--- src/rtl/rpm_pkg.sv ---
// Shared constants and types for the reset and power mode controller.
package rpm_pkg;

    localparam int PCON_W   = 8;
    localparam int BIT_IDLE = 0;   // software sets to enter idle
    localparam int BIT_PD   = 1;   // software sets to enter power-down
    localparam int BIT_POF  = 4;   // power-on flag, kept over warm reset

    localparam logic [PCON_W-1:0] POF_MASK = PCON_W'(1) << BIT_POF;

    typedef enum logic [1:0] {
        MODE_RUN  = 2'd0,
        MODE_IDLE = 2'd1,
        MODE_PD   = 2'd2
    } pmode_e;

endpackage

--- src/rtl/rpm_phase.sv ---
// Machine-cycle slot counter.
// Counts oscillator periods 0..SLOTS-1. Odd slots mark the second half of
// each internal (divided-by-two) clock period.
// Assumes SLOTS is even and that the counter runs even in power-down
// (always-on domain).
module rpm_phase #(
    parameter int SLOTS = 12,
    localparam int SW = $clog2(SLOTS)
) (
    input  logic          clk_osc,
    input  logic          pwr_ok,
    output logic [SW-1:0] slot,
    output logic          int_tick
);

    localparam logic [SW-1:0] LAST = SW'(SLOTS - 1);

    // Advance the slot and wrap at the end of the machine cycle.
    always_ff @(posedge clk_osc) begin
        if (!pwr_ok)
            slot <= '0;
        else if (slot == LAST)
            slot <= '0;
        else
            slot <= slot + 1'b1;
    end

    // One pulse per divided clock period.
    assign int_tick = slot[0];

endmodule

--- src/rtl/rpm_rst_qual.sv ---
// External reset qualifier.
// Synchronises the pin, samples it once per machine cycle at SAMPLE, asserts
// the internal reset after REQ consecutive high samples, and releases it at
// the last slot following a low sample.
// Assumes SYNC >= 2, REQ >= 1 and SAMPLE < SLOTS-1.
module rpm_rst_qual #(
    parameter int SLOTS  = 12,
    parameter int SAMPLE = 9,
    parameter int REQ    = 2,
    parameter int SYNC   = 2,
    localparam int SW = $clog2(SLOTS),
    localparam int CW = $clog2(REQ + 1)
) (
    input  logic          clk_osc,
    input  logic          pwr_ok,
    input  logic          rst_pin,
    input  logic [SW-1:0] slot,
    output logic          rst_seen,
    output logic          int_rst
);

    localparam logic [SW-1:0] SAMP_S = SW'(SAMPLE);
    localparam logic [SW-1:0] LAST_S = SW'(SLOTS - 1);
    localparam logic [CW-1:0] REQ_C  = CW'(REQ);
    localparam logic [CW-1:0] REQ_M1 = CW'(REQ - 1);

    logic [SYNC-1:0] sync_q;
    logic [CW-1:0]   hi_cnt;
    logic            rel_pend;

    // Bring the asynchronous pin into the oscillator domain.
    always_ff @(posedge clk_osc) begin
        if (!pwr_ok)
            sync_q <= '0;
        else
            sync_q <= {sync_q[SYNC-2:0], rst_pin};
    end

    assign rst_seen = sync_q[SYNC-1];

    // Count sampled-high cycles; assert at the sample point, release at the boundary.
    always_ff @(posedge clk_osc) begin
        if (!pwr_ok) begin
            hi_cnt   <= '0;
            rel_pend <= 1'b0;
            int_rst  <= 1'b1;
        end else if (slot == SAMP_S) begin
            if (rst_seen) begin
                rel_pend <= 1'b0;
                if (hi_cnt < REQ_C)
                    hi_cnt <= hi_cnt + 1'b1;
                if (hi_cnt >= REQ_M1)
                    int_rst <= 1'b1;
            end else begin
                hi_cnt   <= '0;
                rel_pend <= int_rst;
            end
        end else if (slot == LAST_S && rel_pend) begin
            int_rst  <= 1'b0;
            rel_pend <= 1'b0;
        end
    end

endmodule

--- src/rtl/rpm_pcon.sv ---
// Power control register and mode decode.
// Holds the register, applies write, warm-reset and interrupt-wake rules,
// and reports the current power mode. Power-down outranks idle.
module rpm_pcon
    import rpm_pkg::*;
(
    input  logic              clk_osc,
    input  logic              pwr_ok,
    input  logic              int_rst,
    input  logic              pcon_we,
    input  logic [PCON_W-1:0] pcon_wdata,
    input  logic              irq_pend,
    output logic [PCON_W-1:0] pcon_q,
    output pmode_e            mode
);

    logic [PCON_W-1:0] wr_val;

    // Write value with power-down taking priority over idle.
    always_comb begin
        wr_val = pcon_wdata;
        if (pcon_wdata[BIT_PD])
            wr_val[BIT_IDLE] = 1'b0;
    end

    // Register update: cold reset, warm reset, write, idle wake.
    always_ff @(posedge clk_osc) begin
        if (!pwr_ok)
            pcon_q <= POF_MASK;
        else if (int_rst)
            pcon_q <= pcon_q & POF_MASK;
        else if (pcon_we)
            pcon_q <= wr_val;
        else if (irq_pend && pcon_q[BIT_IDLE])
            pcon_q[BIT_IDLE] <= 1'b0;
    end

    // Decode the mode from the register bits.
    always_comb begin
        if (pcon_q[BIT_PD])
            mode = MODE_PD;
        else if (pcon_q[BIT_IDLE])
            mode = MODE_IDLE;
        else
            mode = MODE_RUN;
    end

endmodule

--- src/rtl/rpm_ctrl.sv ---
// Reset and power mode controller, top level.
// Joins the slot counter, the reset qualifier and the power register, and
// produces the clock enables and the oscillator enable.
// Assumes clk_osc keeps running in this domain; osc_en controls the pad.
module rpm_ctrl
    import rpm_pkg::*;
#(
    parameter int MC_SLOTS    = 12,
    parameter int SAMPLE_SLOT = 9,
    parameter int REQ_CYCLES  = 2,
    parameter int SYNC_STAGES = 2
) (
    input  logic              clk_osc,
    input  logic              pwr_ok,
    input  logic              rst_pin,
    input  logic              irq_pend,
    input  logic              pcon_we,
    input  logic [PCON_W-1:0] pcon_wdata,
    output logic              cpu_ce,
    output logic              per_ce,
    output logic              osc_en,
    output logic              int_rst,
    output logic [PCON_W-1:0] pcon_q
);

    localparam int SW = $clog2(MC_SLOTS);

    logic [SW-1:0] slot;
    logic          int_tick;
    logic          rst_seen;
    pmode_e        mode;

    rpm_phase #(.SLOTS(MC_SLOTS)) u_phase (
        .clk_osc  (clk_osc),
        .pwr_ok   (pwr_ok),
        .slot     (slot),
        .int_tick (int_tick)
    );

    rpm_rst_qual #(
        .SLOTS  (MC_SLOTS),
        .SAMPLE (SAMPLE_SLOT),
        .REQ    (REQ_CYCLES),
        .SYNC   (SYNC_STAGES)
    ) u_qual (
        .clk_osc  (clk_osc),
        .pwr_ok   (pwr_ok),
        .rst_pin  (rst_pin),
        .slot     (slot),
        .rst_seen (rst_seen),
        .int_rst  (int_rst)
    );

    rpm_pcon u_pcon (
        .clk_osc    (clk_osc),
        .pwr_ok     (pwr_ok),
        .int_rst    (int_rst),
        .pcon_we    (pcon_we),
        .pcon_wdata (pcon_wdata),
        .irq_pend   (irq_pend),
        .pcon_q     (pcon_q),
        .mode       (mode)
    );

    // Gate the divided tick by mode; a seen reset pin wakes the oscillator.
    always_comb begin
        cpu_ce = int_tick && (mode == MODE_RUN);
        per_ce = int_tick && (mode != MODE_PD);
        osc_en = (mode != MODE_PD) || rst_seen;
    end

endmodule

--- config.mk ---
export PLATFORM = sky130hd
export DESIGN_NAME = rpm_ctrl
export DESIGN_NICKNAME = d
export VERILOG_FILES = /design/src/rtl/rpm_pkg.sv /design/src/rtl/rpm_phase.sv /design/src/rtl/rpm_rst_qual.sv /design/src/rtl/rpm_pcon.sv /design/src/rtl/rpm_ctrl.sv
export SDC_FILE = /design/constraint.sdc
export NUM_CORES = 1
export LEC_CHECK = 0
export BUFFER_PORTS_ARGS = -buffer_cell sky130_fd_sc_hd__buf_2
export CAP_MARGIN = 20
export CORE_AREA = 2 2 43 45
export DETAILED_ROUTE_END_ITERATION = 16
export DIE_AREA = 0 0 45 47
export PLACE_DENSITY = 0.74
export SETUP_SLACK_MARGIN = 0.5
export SYNTH_ARGS = -nofsm -noshare
export SYNTH_HDL_FRONTEND = slang
export SYNTH_SLANG_ARGS = --single-unit
--- constraint.sdc ---
create_clock -name clk_osc -period 1.5 [get_ports clk_osc]
set_input_delay 0.15 -clock clk_osc [delete_from_list [all_inputs] [get_ports clk_osc]]
set_output_delay 0.15 -clock clk_osc [all_outputs]
set_load 0.03 [all_outputs]
==> results.json <==
{
  "rr_endpoint": "u_qual.rel_pend",
  "drive_above_1_share": 0.421,
  "detailed_place_hpwl_um": 1090,
  "clock_skew_ns": 0.00195,
  "peakVddDrop_mv": 0.771,
  "antenna_found_initial": 0,
  "syn_nets": 94,
  "clk_pin_slew_ns": 0.10,
  "min_path_cells": 3,
  "clk_path_buf_depth": 2,
  "yosys_most_used_dff": "dfxtp_1",
  "synth_warnings": 0,
  "reg2reg_slack_ns": 0.35,
  "worst_pin_slew_ns": 0.258,
  "cp-end-kind": "output port",
  "fin_crit_ns": 1.19,
  "cp.arrival_ns": 1.04,
  "ys_async_sr_fraction": 0,
  "maxCapViolCount": 0,
  "wl_per_cell_um": 12.5,
  "clockRootBuffer": "clkbuf_4",
  "synth-compound-area-share": 0.0633,
  "syn_inst": 78,
  "track_usage": 0.158,
  "synth_xor_area_frac": 0,
  "powerDensity_mw_per_mm2": 850,
  "area_delta_synth_final_pct": 38.5,
  "regArea_um2": 373,
  "insertion_delay_ns": 0.28,
  "drtAntennaViolNets": 0,
  "cts_tree": "yes",
  "power_leakage_nw": 0.445,
  "drt-initial-drc-count": 8,
  "dieHeight_um": 47,
  "cts.htree.levels": 1,
  "stdcell_area_mm2": 0.00104,
  "ys_types": 24,
  "synth_mux_area_frac": 0.107,
  "setup_viol": 0,
  "syn-cell-area_um2": 751,
  "status": "finished clean",
  "ys_seq_elements": 18,
  "synth_fa_ha_area_frac": 0.0500,
  "synth_edf_count": 0,
  "crit_fanout": 4,
  "timing.rr.start": "u_phase.slot[0]",
  "start_kind": "flip-flop",
  "fin_nets": 124,
  "final_common_cell": "buf_2",
  "core_area_mm2": 0.00165,
  "die_x_um": 45,
  "yosysSeqAreaShare": 0.480,
  "cts.sink_count": 18,
  "grt_pass1_wl_um": 2420,
  "start_util": 0.455,
  "cp.required_ns": 1.35,
  "grt_max_degree": 14,
  "vias_per_cell": 5.24,
  "dpl_cell_area_um2": 901,
  "reg2regPathDepth": 5,
  "hold_end": "u_pcon.pcon_q[4]",
  "cts_buffers": 3,
  "gp_congestion": 0.694,
  "slew_headroom": 0.828,
  "fin_tns_setup_ns": 0,
  "hold_path_startpoint": "pcon_wdata[4]",
  "synth_top_family_by_area": "simple AND/OR/NAND/NOR gates",
  "fmax_ghz": 0.838,
  "fillerInstances": 144,
  "rows": 15,
  "multi_input_area_um2": 413,
  "hp-class": "in -> reg",
  "ios": 25,
  "grt_pass1_vias": 641,
  "wl_um": 1550,
  "crit_type": "reg -> out",
  "grt_overflow": 0,
  "dr.pass1.iters": 4,
  "synth-simple-area-share": 0.263,
  "die_area_mm2": 0.00212,
  "drc": 0,
  "port_buffers": 24,
  "avgSynthCellArea_um2": 9.62,
  "layout_common_cells": "buf_2 (13), dfxtp_1 (12), nor2_1 (10), mux2i_1 (8), buf_4 (8)",
  "dr_total_vias": 650,
  "finalCritPeriodShare": 0.796,
  "drv_slew": 0,
  "finalHoldViolations": 0,
  "rsz0062_at_grt": "yes",
  "antenna_cells": 0
}
## report_power, final
| group | internal (mW) | switching [mW] | total [mW] | leakage [nW] |
|---|---|---|---|---|
| Combinational | 0.0531 | 0.0445 | 0.0976 | 0.276 |
| Sequential | 0.485 | 0.00896 | 0.493 | 0.148 |
| Clock | 0.148 | 0.145 | 0.293 | 0.0210 |
## registers in the layout (all words and copies together), names as in the netlist
register,count
u_pcon.pcon_q,8
u_phase.slot,4
u_qual.hi_cnt,2
u_qual.sync_q,2
u_qual.int_rst,1
u_qual.rel_pend,1
## worst max-delay path, stage by stage (launching register included)
cell     delay [ns]
dfxtp_4        0.38
nor2b_4        0.11
nor2b_4        0.14
buf_6          0.13
## routing by layer
metal | vias up | part of all wire | global-route usage
li1 | 322 | - | -
met1 | 303 | 0.43 | 0.171
met2 | 19 | 0.49 | 0.277
met3 | 6 | 0.050 | 0.0308
met4 | 0 | 0.034 | 0.112
met5 | - | 0 | 0
## logic make-up after synthesis
group                    Yosys count
AO/OA/AOI/OAI                      8
adder cells (fa/ha/maj)            3
buffers and inverters              5
flip-flops                        18
multiplexers                       8
AND/OR/NAND/NOR                   36
## worst max-delay path by stage
stage	from	end	depth (start not counted)
3_5_place_dp	u_phase.slot[0]	u_qual.int_rst	4
6_report	u_pcon.pcon_q[1]	cpu_ce	3
2_1_floorplan	u_pcon.pcon_q[1]	cpu_ce	2
3_3_place_gp	u_phase.slot[1]	u_qual.int_rst	5
5_1_grt	u_phase.slot[0]	cpu_ce	3
4_1_cts	u_phase.slot[0]	cpu_ce	3
## cells in the mapped netlist, types with 2 or more instances
cell type	count	share of area
dfxtp_1	18	0.48
nor2_1	10	0.050
mux2i_1	8	0.11
nand2_1	6	0.030
nor2b_1	4	0.033
a21oi_1	3	0.020
ha_1	3	0.050
inv_1	3	0.015
nand2b_1	3	0.025
nand3b_1	3	0.030
and2_1	2	0.017
nor3b_1	2	0.020
o21ai_0	2	0.013
## timing repair
action | in CTS | in global routing
pin swaps | 3 | 4
gates resized for setup | 10 | 21
endpoints found under the hold margin | 0 | 0
setup buffers | 2 | 1
hold buffers | 0 | 0
endpoints found under the setup margin | 11 | 18
## metrics by stage
step / power [mW] / util / std cells / hold slack (ns) / worst slack (ns)
after floorplan: 0.559 / - / 78 / 0.277 / 0.452
after global placement: 0.581 / 0.545 / 117 / 0.365 / 0.470
after detailed placement: 0.583 / 0.545 / 117 / 0.375 / 0.436
after CTS: 0.883 / 0.596 / 123 / 0.0737 / 0.302
after global routing: 0.911 / 0.630 / 124 / 0.0828 / 0.258
final: 0.884 / 0.630 / 124 / 0.0739 / 0.306
## final cells by class
| cell class | instances | share of cell area |
|---|---|---|
| flip-flops and latches | 18 | 0.359 |
| inverters | 3 | 0.0108 |
| clock buffers | 4 | 0.0349 |
| repair buffers | 27 | 0.178 |
| well taps | 17 | 0.0205 |
| multi-input cells | 55 | 0.397 |
No activity file was read; power rests on OpenSTA's default activity.
